--- config.mk ---
export PLATFORM = sky130hd
export DESIGN_NAME = beam_list_engine
export DESIGN_NICKNAME = d
export VERILOG_FILES = /design/src/rtl/ble_pkg.sv /design/src/rtl/ble_rst_sync.sv /design/src/rtl/ble_fetch_ptr.sv /design/src/rtl/ble_beam_cmp.sv /design/src/rtl/ble_reg_writer.sv /design/src/rtl/beam_list_engine.sv
export SDC_FILE = /design/constraint.sdc
export NUM_CORES = 1
export LEC_CHECK = 0
export CAP_MARGIN = 20
export CORE_MARGIN = 8
export CORE_UTILIZATION = 40
export CTS_BUF_LIST = sky130_fd_sc_hd__clkbuf_8
export DETAILED_ROUTE_END_ITERATION = 7
export PLACE_DENSITY = 0.81
export SYNTH_ARGS = -nofsm -noshare
export SYNTH_HDL_FRONTEND = slang
export SYNTH_SLANG_ARGS = --single-unit
--- constraint.sdc ---
create_clock -name clk -period 2.15 [get_ports clk]
set_input_delay 0.43 -clock clk [delete_from_list [all_inputs] [get_ports clk]]
set_output_delay 0.43 -clock clk [all_outputs]
set_load 0.1 [all_outputs]
--- src/rtl/ble_pkg.sv ---
package ble_pkg;
  localparam int WORD_W  = 16;
  localparam int BEAM_W  = 8;
  localparam int KIND_B  = 0;
  localparam int VT_HI   = 15;
  localparam int VT_LO   = 8;
  localparam int HT_HI   = 7;
  localparam int HT_LO   = 1;

  typedef enum logic [2:0] {
    ST_IDLE    = 3'd0,
    ST_FETCH_A = 3'd1,
    ST_FETCH_B = 3'd2,
    ST_WAIT    = 3'd3,
    ST_HALT    = 3'd4
  } ble_state_e;
endpackage

--- src/rtl/ble_rst_sync.sv ---
module ble_rst_sync (
  input  logic clk,
  input  logic rst_n_in,
  output logic rst_n_out
);
  logic [1:0] sync_q;

  always_ff @(posedge clk or negedge rst_n_in) begin
    if (!rst_n_in) sync_q <= 2'b00;
    else           sync_q <= {sync_q[0], 1'b1};
  end

  assign rst_n_out = sync_q[1];
endmodule

--- src/rtl/ble_fetch_ptr.sv ---
module ble_fetch_ptr #(
  parameter int AW = 16
) (
  input  logic          clk,
  input  logic          rst_n,
  input  logic          load,
  input  logic          step,
  input  logic [AW-1:0] base,
  output logic [AW-1:0] ptr
);
  logic [AW-1:0] ptr_q;
  logic [AW-1:0] ptr_d;
  logic          ptr_en;

  always_comb begin
    ptr_d  = ptr_q;
    ptr_en = load | step;
    if (load)      ptr_d = base;
    else if (step) ptr_d = ptr_q + 1'b1;
  end

  always_ff @(posedge clk or negedge rst_n) begin
    if (!rst_n)      ptr_q <= '0;
    else if (ptr_en) ptr_q <= ptr_d;
  end

  assign ptr = ptr_q;

  // each accepted word moves the pointer by exactly one
  a_r4_step_by_one: assert property (@(posedge clk) disable iff (!rst_n)
    (step && !load) |=> (ptr_q == $past(ptr_q) + 1'b1));
endmodule

--- src/rtl/ble_beam_cmp.sv ---
module ble_beam_cmp
  import ble_pkg::*;
(
  input  logic [BEAM_W-1:0]   beam_v,
  input  logic [BEAM_W-1:0]   beam_h,
  input  logic [WORD_W-1:1]   wait_word,
  output logic                reached,
  output logic                is_end
);
  localparam int HT_W = HT_HI - HT_LO + 1;

  logic [BEAM_W-1:0] tgt_v;
  logic [BEAM_W-1:0] tgt_h;
  logic              v_above;
  logic              v_equal;
  logic              h_at;

  always_comb begin
    tgt_v   = wait_word[VT_HI:VT_LO];
    tgt_h   = {wait_word[HT_HI:HT_LO], 1'b0};
    is_end  = &wait_word;
    v_above = beam_v > tgt_v;
    v_equal = beam_v == tgt_v;
    h_at    = beam_h >= tgt_h;
    reached = !is_end && (v_above || (v_equal && h_at));
  end

  initial begin
    if (HT_W + 1 != BEAM_W) $error("horizontal field does not match beam width");
  end
endmodule

--- src/rtl/ble_reg_writer.sv ---
module ble_reg_writer #(
  parameter int RAW = 9,
  parameter int DW  = 16
) (
  input  logic           clk,
  input  logic           rst_n,
  input  logic           fire,
  input  logic [RAW-1:0] addr_in,
  input  logic [DW-1:0]  data_in,
  output logic           wr_en,
  output logic [RAW-1:0] wr_addr,
  output logic [DW-1:0]  wr_data
);
  logic           en_q;
  logic [RAW-1:0] addr_q;
  logic [DW-1:0]  data_q;

  always_ff @(posedge clk or negedge rst_n) begin
    if (!rst_n) en_q <= 1'b0;
    else        en_q <= fire;
  end

  always_ff @(posedge clk or negedge rst_n) begin
    if (!rst_n) begin
      addr_q <= '0;
      data_q <= '0;
    end else if (fire) begin
      addr_q <= addr_in;
      data_q <= data_in;
    end
  end

  assign wr_en   = en_q;
  assign wr_addr = addr_q;
  assign wr_data = data_q;

  // a write strobe never lasts more than one cycle
  a_r5_single_pulse: assert property (@(posedge clk) disable iff (!rst_n)
    wr_en |=> !wr_en);

  // address and data presented with the strobe are the ones captured
  a_r5_payload: assert property (@(posedge clk) disable iff (!rst_n)
    fire |=> (wr_en && wr_data == $past(data_in) && wr_addr == $past(addr_in)));
endmodule

--- src/rtl/beam_list_engine.sv ---
module beam_list_engine
  import ble_pkg::*;
#(
  parameter int AW  = 16,
  parameter int RAW = 9
) (
  input  logic              clk,
  input  logic              rst_n,
  input  logic              frame_restart,
  input  logic [AW-1:0]     list_base,
  input  logic [7:0]        beam_v,
  input  logic [7:0]        beam_h,
  output logic              mem_req,
  output logic [AW-1:0]     mem_addr,
  input  logic              mem_gnt,
  input  logic [15:0]       mem_rdata,
  output logic              wr_en,
  output logic [RAW-1:0]    wr_addr,
  output logic [15:0]       wr_data
);
  localparam int RAW_OK = (RAW <= WORD_W) ? 1 : 0;

  logic              rst_s_n;
  ble_state_e        state_q;
  ble_state_e        state_d;
  logic [WORD_W-1:0] w1_q;
  logic              w1_ld;
  logic              ptr_step;
  logic              wr_fire;
  logic              reached;
  logic              is_end;
  logic              is_move;

  ble_rst_sync u_rst (
    .clk       (clk),
    .rst_n_in  (rst_n),
    .rst_n_out (rst_s_n)
  );

  ble_fetch_ptr #(.AW(AW)) u_ptr (
    .clk   (clk),
    .rst_n (rst_s_n),
    .load  (frame_restart),
    .step  (ptr_step),
    .base  (list_base),
    .ptr   (mem_addr)
  );

  ble_beam_cmp u_cmp (
    .beam_v    (beam_v),
    .beam_h    (beam_h),
    .wait_word (w1_q[WORD_W-1:1]),
    .reached   (reached),
    .is_end    (is_end)
  );

  ble_reg_writer #(.RAW(RAW), .DW(WORD_W)) u_wr (
    .clk     (clk),
    .rst_n   (rst_s_n),
    .fire    (wr_fire),
    .addr_in (w1_q[RAW-1:0]),
    .data_in (mem_rdata),
    .wr_en   (wr_en),
    .wr_addr (wr_addr),
    .wr_data (wr_data)
  );

  assign is_move = (w1_q[KIND_B] == 1'b0);

  // next-state process
  always_comb begin
    state_d  = state_q;
    w1_ld    = 1'b0;
    ptr_step = 1'b0;
    wr_fire  = 1'b0;
    if (frame_restart) begin
      state_d = ST_FETCH_A;
    end else begin
      case (state_q)
        ST_FETCH_A: begin
          if (mem_gnt) begin
            w1_ld    = 1'b1;
            ptr_step = 1'b1;
            state_d  = ST_FETCH_B;
          end
        end
        ST_FETCH_B: begin
          if (mem_gnt) begin
            ptr_step = 1'b1;
            if (is_move) begin
              wr_fire = 1'b1;
              state_d = ST_FETCH_A;
            end else if (is_end) begin
              state_d = ST_HALT;
            end else begin
              state_d = ST_WAIT;
            end
          end
        end
        ST_WAIT: begin
          if (reached) state_d = ST_FETCH_A;
        end
        default: state_d = state_q;
      endcase
    end
  end

  // register processes
  always_ff @(posedge clk or negedge rst_s_n) begin
    if (!rst_s_n) state_q <= ST_IDLE;
    else          state_q <= state_d;
  end

  always_ff @(posedge clk or negedge rst_s_n) begin
    if (!rst_s_n)   w1_q <= '0;
    else if (w1_ld) w1_q <= mem_rdata;
  end

  assign mem_req = (state_q == ST_FETCH_A) || (state_q == ST_FETCH_B);

  initial begin
    if (RAW_OK == 0) $error("register address wider than an instruction word");
  end

  // nothing leaves the block before the first restart
  a_r1_idle_quiet: assert property (@(posedge clk) disable iff (!rst_s_n)
    (state_q == ST_IDLE) |-> (!mem_req && !wr_en));

  // a restart points the next request at the base address
  a_r2_restart_fetch: assert property (@(posedge clk) disable iff (!rst_s_n)
    frame_restart |=> (mem_req && mem_addr == $past(list_base)));

  // an ungranted request keeps its address
  a_r3_hold_request: assert property (@(posedge clk) disable iff (!rst_s_n)
    (mem_req && !mem_gnt && !frame_restart) |=> (mem_req && $stable(mem_addr)));

  // no fetch while the beam is short of the target
  a_r6_wait_no_req: assert property (@(posedge clk) disable iff (!rst_s_n)
    (state_q == ST_WAIT && !reached && !frame_restart) |=> !mem_req);

  // the end-of-list wait stays silent until a restart
  a_r8_halt_sticky: assert property (@(posedge clk) disable iff (!rst_s_n)
    (state_q == ST_HALT && !frame_restart) |=> (!mem_req && !wr_en));

  // a restart cycle never produces a write
  a_r9_restart_no_write: assert property (@(posedge clk) disable iff (!rst_s_n)
    frame_restart |=> !wr_en);
endmodule

==> impl_results.md <==
* Status: finished clean
* Dpl ws at -0.0583 ns
* Peak VDD IR at 619 µV
* Routability Congestion at 0.812
* Share of synthesized registers carrying an async set or reset at 100%
* Fmax at 516 MHz
* Syn_nets at 374
* WP data arrival at 1.51 ns
* Min Tclk post-route at 1.94 ns
* Synthesized area at 3120 µm²
* Total Power at 4840 µW
* Worst Path Max Fanout at 7
* WP data required at 1.72 ns
* Share of cells above drive strength 1 at 23.7%
* Drt wl/cell at 16.3 µm
* Worst setup margin at 0.213 ns
* Clock-pin slew on the worst setup and hold paths at 0.07 ns
* Max Transition Viols Final at 0
* Core Box Area at 7650 µm²
* CP Capture Type: output port
* IO Pins at 95
* Die Ht at 104 µm
* Most common cell in the netlist: nand2_1
* CTS tree: done
* Area of the multi-input gates at 1420 µm²
* Cts bufs inserted at 9
* Port buffer count at 94
* Global Route Usage Sum at 15.9%
* Least-Margin Pin Slew at 0.578 ns
* WL final at 8420 µm
* Unrepaired setup endpoints after global routing: no
* Routed via count at 2,616
* Period utilisation layout at 90.1%
* Cells after synthesis at 306
* Layout Skew at 0.0128 ns
* ANT cells at 0
* Synth cell count leaders: 81 x nand2_1, 63 x dfrtp_1, 17 x o21ai_0
* Skew-Pair Late Insertion Delay at 0.35 ns
* Min-delay worst type: in -> async
* Die W at 104 µm
* Antenna-violating nets left at 0
* Row cnt at 32
* Hold_buf cts at 0
* Postcts setup bufs at 0
* Unique cell type count in the Yosys netlist at 43
* Yosys reg bits at 63
* Sequential Area at 1590 µm²
* Die ar. at 10,900 µm²
* Static leakage at 0.00212 µW
* H-Tree Depth at 3
* Max Cap Viol at 0
* Cell taking the most area after synthesis: dfrtp_1
* Grt ovf at 0
* Crit path launch type: flip-flop
* Finished Cell Area at 4350 µm²
* Vias per inst at 5.07
* Synth warn at 0
* Area growth syn-to-layout at 39.2%
* Vias in the first global route at 2,828
* Antenna violations before repair at 0
* PostCTS Resize Cnt at 0
* First-pass GRT wire length at 13,900 µm
* Effective utilization at floorplan at 40.9%
* Hold WS at 0.240 ns
* TritonCTS Sinks at 63
* Hold Vio Cnt, Final at 0
* Post-DP Area at 4120 µm²
* Kind of critical path: reg -> out
* Max-Slew Margin vs Limit at 61.5%
* PD cells at 1110 nW/µm²
* Yosys top cell area share at 50.5%
* Root buffer selected by CTS: clkbuf_8
* Initial DRC count at 75
* DRT Pass-1 Iters at 5
* # fillers at 649
* CTS max path bufs at 2
* Syn Area/Cell at 10.2 µm²
* # DRC at 0
* # setup viols final at 0
* Post-synth top flop: dfrtp_1
* Sequential fraction of the synthesis area at 50.5%
* EDFF count, synth at 0
* Synth top area cells: dfrtp_1 50%, nand2_1 9.7%, ha_1 6.4%
* Largest net degree at the start of global routing at 38
* Hpwl dp at 6380 µm
* Final nets at 477
routing by layer:
layer / vias up / GRT usage (%) / share of wire (%)
met5: - / 0 / 0
met4: 0 / 10.4 / 3.4
met3: 21 / 3.47 / 4.5
met2: 83 / 27.0 / 51
met1: 1273 / 17.6 / 41
li1: 1239 / - / -
worst max-delay path, stage by stage, from the launching register on:
cell,delay (ns)
dfrtp_1,0.47
xnor2_2,0.41
nor2_2,0.09
buf_12,0.18
cells in the final DEF (no fill, tap or decap), drive strengths merged, types with 2 or more instances in the layout:
cell type       n
a21o            2
a21oi           4
and2            2
and3            3
and4            2
buf            52
bufinv          2
clkbuf         11
clkdlybuf4s50  51
clkinv          2
dfrtp          63
ha             16
inv            18
mux2           17
nand2          81
nand2b          4
nand3          12
nand4           8
nor2            5
nor4            3
o21ai          22
o22ai           3
xnor2           6
xor2           10
final cells by class:
class	instances	area share, %
Clock inverter	5	1.67
Multi-Input combinational cell	215	32.7
Tap cell	102	2.94
Inverter	17	1.47
Timing Repair Buffer	103	21.3
Sequential cell	63	36.5
Clock buffer	11	3.48
worst paths after layout:
path,from,to,slack (ns),cells past startpoint
setup / recovery,state_q[1]$_DFFE_PN0P_,mem_req,0.21,3
hold / removal,rst_n,u_rst.sync_q[0]$_DFF_PN0_,0.24,1
setup reg to reg,state_q[2]$_DFFE_PN0P_,w1_q[14]$_DFFE_PN0P_,0.32,3
hold reg to reg,u_rst.sync_q[1]$_DFF_PN0_,u_wr.wr_data[12]$_DFFE_PN0P_,0.27,0
max in group asynchronous,u_rst.sync_q[1]$_DFF_PN0_,u_ptr.ptr[2]$_DFFE_PN0P_,1.28,1
min in group clk,u_rst.sync_q[0]$_DFF_PN0_,u_rst.sync_q[1]$_DFF_PN0_,0.36,0
power by group:
| group | internal [µW] | switching, µW |
|---|---|---|
| Clock | 706 | 466 |
| Sequential | 1420 | 212 |
| Combinational | 577 | 1470 |
| Total | 2700 | 2140 |
state kept, by name, summed over array words and instances, names as in the netlist:
signal and flops:
state_q 3, u_wr.wr_addr 9, u_ptr.ptr 16, u_rst.sync_q 2, u_wr.wr_data 16, u_wr.wr_en 1
w1_q 16
logic make-up (layout without fill, tap and decap cells):
family / after synthesis / count (layout) / synth area share, %
compound gates: 39 / 39 / 7.33
xor+xnor: 16 / 16 / 4.73
fa+ha+maj: 16 / 16 / 6.41
buf+inv: 28 / 136 / 4.12
flops: 63 / 63 / 50.5
mux: 18 / 18 / 7.65
other cells: 1 / 1 / 0.120
simple gates: 125 / 125 / 19.2
through the flow:
stage / TNS (ns) / util [%] / cells
6_report: 0 / 56.9 / 516
4_1_cts: 0 / 56.9 / 516
3_5_place_dp: -0.402 / 53.9 / 500
3_3_place_gp: -0.0158 / 53.9 / 500
2_1_floorplan: 0 / - / 306
5_1_grt: 0 / 56.9 / 516
(Power assumes the default switching activity.)
